### src/rtl/rv_chan_queue.sv
module rv_chan_queue #(
  parameter int WIDTH           = 8,
  parameter int DEPTH           = 2,
  parameter bit BYPASS_EMPTY    = 1'b0,
  parameter bit ACCEPT_ON_DRAIN = 1'b0
) (
  input  logic             clk,
  input  logic             rst,
  input  logic             enq_valid,
  output logic             enq_ready,
  input  logic [WIDTH-1:0] enq_data,
  output logic             deq_valid,
  input  logic             deq_ready,
  output logic [WIDTH-1:0] deq_data
);

  generate
    if (DEPTH == 0) begin : g_wire
      assign deq_valid = enq_valid;
      assign deq_data  = enq_data;
      assign enq_ready = deq_ready;
    end else begin : g_store
      localparam int PW = (DEPTH > 1) ? $clog2(DEPTH) : 1;
      localparam int CW = $clog2(DEPTH + 1);
      localparam logic [PW-1:0] LAST = PW'(DEPTH - 1);
      localparam logic [CW-1:0] FULLC = CW'(DEPTH);

      logic [WIDTH-1:0] slots [DEPTH];
      logic [PW-1:0]    wr_ptr, rd_ptr;
      logic [CW-1:0]    count;
      logic             empty, full, enq_fire, deq_fire, bypass, do_wr, do_rd;

      assign empty = (count == '0);
      assign full  = (count == FULLC);

      assign enq_ready = !full || (ACCEPT_ON_DRAIN && deq_ready);
      assign deq_valid = !empty || (BYPASS_EMPTY && enq_valid);
      assign deq_data  = (BYPASS_EMPTY && empty) ? enq_data : slots[rd_ptr];

      assign enq_fire = enq_valid && enq_ready;
      assign deq_fire = deq_valid && deq_ready;
      assign bypass   = BYPASS_EMPTY && empty;
      assign do_wr    = enq_fire && !(bypass && deq_fire);
      assign do_rd    = deq_fire && !bypass;

      always_ff @(posedge clk) begin
        if (do_wr) slots[wr_ptr] <= enq_data;
      end

      always_ff @(posedge clk) begin
        if (rst) begin
          wr_ptr <= '0;
          rd_ptr <= '0;
          count  <= '0;
        end else begin
          if (do_wr) wr_ptr <= (wr_ptr == LAST) ? '0 : wr_ptr + 1'b1;
          if (do_rd) rd_ptr <= (rd_ptr == LAST) ? '0 : rd_ptr + 1'b1;
          if (do_wr && !do_rd)      count <= count + 1'b1;
          else if (do_rd && !do_wr) count <= count - 1'b1;
        end
      end


      no_overflow_chk: assert property (@(posedge clk) disable iff (rst)
        count <= FULLC);


      head_hold_chk: assert property (@(posedge clk) disable iff (rst)
        (deq_valid && !deq_ready && !empty) |=> (deq_valid && deq_data == $past(deq_data)));


      refuse_has_word_chk: assert property (@(posedge clk) disable iff (rst)
        !enq_ready |-> deq_valid);

      if (!BYPASS_EMPTY) begin : g_nobyp

        valid_after_accept_chk: assert property (@(posedge clk) disable iff (rst)
          $rose(deq_valid) |-> $past(enq_valid && enq_ready));
      end
    end
  endgenerate

endmodule

### config.mk
export PLATFORM = sky130hd
export DESIGN_NAME = rv_chan_queue
export DESIGN_NICKNAME = d
export VERILOG_FILES = /design/src/rtl/rv_chan_queue.sv
export SDC_FILE = /design/constraint.sdc
export NUM_CORES = 1
export LEC_CHECK = 0
export ABC_AREA = 1
export ABC_CLOCK_PERIOD_IN_PS = 1700
export CORE_UTILIZATION = 32
export DETAILED_ROUTE_END_ITERATION = 8
export DONT_BUFFER_PORTS = 1
export PLACE_DENSITY = 0.55
export SETUP_SLACK_MARGIN = 0.3
export SLEW_MARGIN = 5
export SYNTH_ARGS = -nofsm -noshare
export SYNTH_HDL_FRONTEND = slang
export SYNTH_SLANG_ARGS = --single-unit
### constraint.sdc
create_clock -name clk -period 1.7 [get_ports clk]
set_clock_uncertainty 0.1 [all_clocks]
set_input_delay 0.17 -clock clk [delete_from_list [all_inputs] [get_ports clk]]
set_output_delay 0.17 -clock clk [all_outputs]
set_load 0.005 [all_outputs]
==> out/qor.csv <==
stage,metric,value,unit
setup_path,worst path cell trace,mux2_2,
die,Core Rows,18,
die,full die area,0.00279,sq mm
synth,Seq cells post-synth,21,
timing,slew at the pin closest to its max-slew limit,0.164,ns
synth,sequential fraction of the synthesis area,0.703,
synth,synthesized net count,75,
cts,Clock Latency Late Sink,0.30,ns
setup_path,"slowest stage delay, CP",0.45,ns
cts,CTS Buffer Depth,2,
synth,post-synth top area share,0.582,
routing,DR vias/cell,4.65,
synth,synth warn,0,
setup_path,Crit Path Max Fanout,8,
placement,Placer Congestion,0.639,
placement,Final HPWL DP,829,microns
die,Starting Density,0.336,
setup_path,WP data arrival,1.11,ns
routing,vias,512,
timing,pins over their slew limit,0,
synth,Yosys cell types,17,
routing,drt wl/cell,12.0,microns
routing,final wirelength,1320,microns
cts,CTS Root Cell,clkbuf_4,
setup_path,Critical path buffers and inverters,0,
setup_path,R2R Path Start,g_store.count[0],
timing,"Hold Vio Cnt, Final",0,
worst_hold_path,Hold Path Class,input port to flop,
routing,drt pass-1 iters,4,
finish,layout cells sized above 1,0.325,
finish,Syn-to-layout area delta,29.1,%
global_routing,first-pass GRT wire length,2040,microns
timing,Max-slew headroom,0.891,
synth,"EDFF count, synth",16,
setup_path,CP max-delay cell,dfxtp_4,
synth,top post-synthesis cells by area,"edfxtp_1 58%, dfxtp_1 12%, mux2_2 11%, nand2_1 3.2%, nor2_1 3.2%",
pwr,PwrDens,1300,mW/mm^2
cts,clk slew on worst S/H paths,0.11,ns
die,Boundary Pins,22,
global_routing,GR Overflow Total,0,
finish,final net count,94,
cts,H-tree Lvls,1,
finish,ant diodes,0,
pwr,Worst VDD drop,0.000930,V
cts,CTS Buf Count,3,
finish,fin cells,110,
worst_hold_path,hold path start,deq_ready,
global_routing,GR Util All Layers,0.107,
timing,setup TNS,0,ns
timing,part of the cycle the worst path needs,0.810,
die,Chip Width,52.8,microns
job,max-cap violation count,0,
routing,DRC violations left,0,
synth,ys flop type,edfxtp_1,
outcome,status,completed,
placement,Port-buffer cells,0,
timing,min Tclk post-route,1.38,ns
routing,ANT nets after route,0,
synth,fraction of registers with async set/reset,0,
timing,fmax,726,MHz
timing,Final Setup Violations,0,
global_routing,initial antenna violation count,0,
die,die height,52.8,microns
routing,starting DRC count in detailed routing,5,
global_routing,largest net degree at the start of global routing,13,
synth,Post-Synthesis Cells,62,
synth,synth cell count leaders,"16 x edfxtp_1, 8 x mux2_2, 7 x nand2_1, 7 x nor2_1, 6 x inv_1",
global_routing,vias in the first global route,476,
synth,"count leader, synth",edfxtp_1,
cts,TritonCTS clock tree,yes,
setup_path,Startpoint Class,flop,
cts,CTS Sinks,21,
die,Core ar.,0.00245,sq mm
pwr,leakage,0.413,nW
synth,Synth area leader,edfxtp_1,
timing,RSZ-0062 raised after global routing,yes,
setup_path,CP Class,flop to output pin,
placement,placed cell count,93,
setup_path,Setup crit end kind,output pin,
setup_path,CP required,1.43,ns
synth,"Avg Cell Area, Syn",13.3,sq um
setup_path,largest delay contributor family on the critical path,flip-flops,
synth,Post-Syn Area,826,sq um
-- worst paths after layout --
path / endpoint / slack, ns / depth (start not counted)
hold reg to reg: g_store.wr_ptr / 0.42 / 2
setup reg to reg: g_store.count[1] / 0.35 / 10
setup / recovery: deq_data[5] / 0.32 / 1
hold / removal: g_store.count[0] / 0.17 / 4
-- power by group --
group | leakage (nW) | total [mW] | switching (mW) | internal (mW)
clock network | 0.0177 | 0.233 | 0.145 | 0.0876
registers | 0.192 | 0.723 | 0.0593 | 0.663
logic | 0.203 | 0.434 | 0.221 | 0.214
-- placed cells by master, fill, tap and decap left out --
cell           synthesis  layout
a21oi_1                2       2
buf_4                  0       4
clkbuf_4               0       3
clkinv_2               1       2
dfxtp_1                5       2
dfxtp_2                0       2
dfxtp_4                0       1
dlygate4sd3_1          0      11
edfxtp_1              16      16
ha_4                   0       1
inv_1                  6       5
inv_2                  1       2
mux2_2                 8       3
mux2_4                 0       5
nand2_1                7       6
nand2_2                1       2
nand2_4                1       1
nand3_1                2       2
nand4_1                1       1
nor2_1                 7       7
o21ai_1                1       2
-- cell families (layout without fill, tap and decap cells) --
| group | count (synthesis) | count (layout) | synth area share |
|---|---|---|---|
| DFF | 21 | 21 | 0.703 |
| and+or+nand+nor | 19 | 19 | 0.105 |
| buffers and inverters | 9 | 27 | 0.0439 |
| muxes | 8 | 8 | 0.109 |
| AOI/OAI and AO/OA | 4 | 4 | 0.0242 |
| adders and majority gates | 1 | 1 | 0.0151 |
-- cell type report --
class / count / area [sq um]
multi-input combinational: 32 / 243
fill: 246 / 1390
clock inverter: 1 / 5.00
clock buffer: 3 / 22.5
timing repair buffer: 15 / 140
inverter: 8 / 31.3
sequential: 21 / 587
tap: 30 / 37.5
-- through the flow --
step / worst slack (ns) / hold WS (ns) / area [sq um] / power (mW) / utilization
floorplan: 0.310 / 0.169 / 826 / 0.981 / -
finish: 0.322 / 0.170 / 1070 / 1.39 / 0.434
detailed placement: 0.262 / 0.169 / 873 / 1.05 / 0.356
global placement: 0.279 / 0.169 / 873 / 1.05 / 0.356
CTS: 0.314 / 0.151 / 1030 / 1.34 / 0.418
global route: 0.257 / 0.216 / 1070 / 1.49 / 0.434
-- repair_timing --
action | 4_1_cts | 5_1_grt
setup buffers | 1 | 1
hold endpoints to repair | 21 | 0
endpoints found under the setup margin | 10 | 10
resized for setup | 6 | 7
hold buffers | 11 | 0
gates cloned | 0 | 0
pin swaps | 0 | 2
-- metal layers --
layer | global-route usage | part of all wire | vias to the layer above
met5 | 0 | 0 | -
met3 | 0.0580 | 0.083 | 2
met2 | 0.188 | 0.51 | 19
met1 | 0.104 | 0.40 | 246
li1 | - | - | 245
met4 | 0.0395 | 0.0091 | 0
-- registers in the layout (all words and copies together), names as in the netlist, named ones only --
name	count
g_store.slots	16
g_store.count	2
g_store.rd_ptr	1
g_store.wr_ptr	1
(Power assumes the default switching activity.)
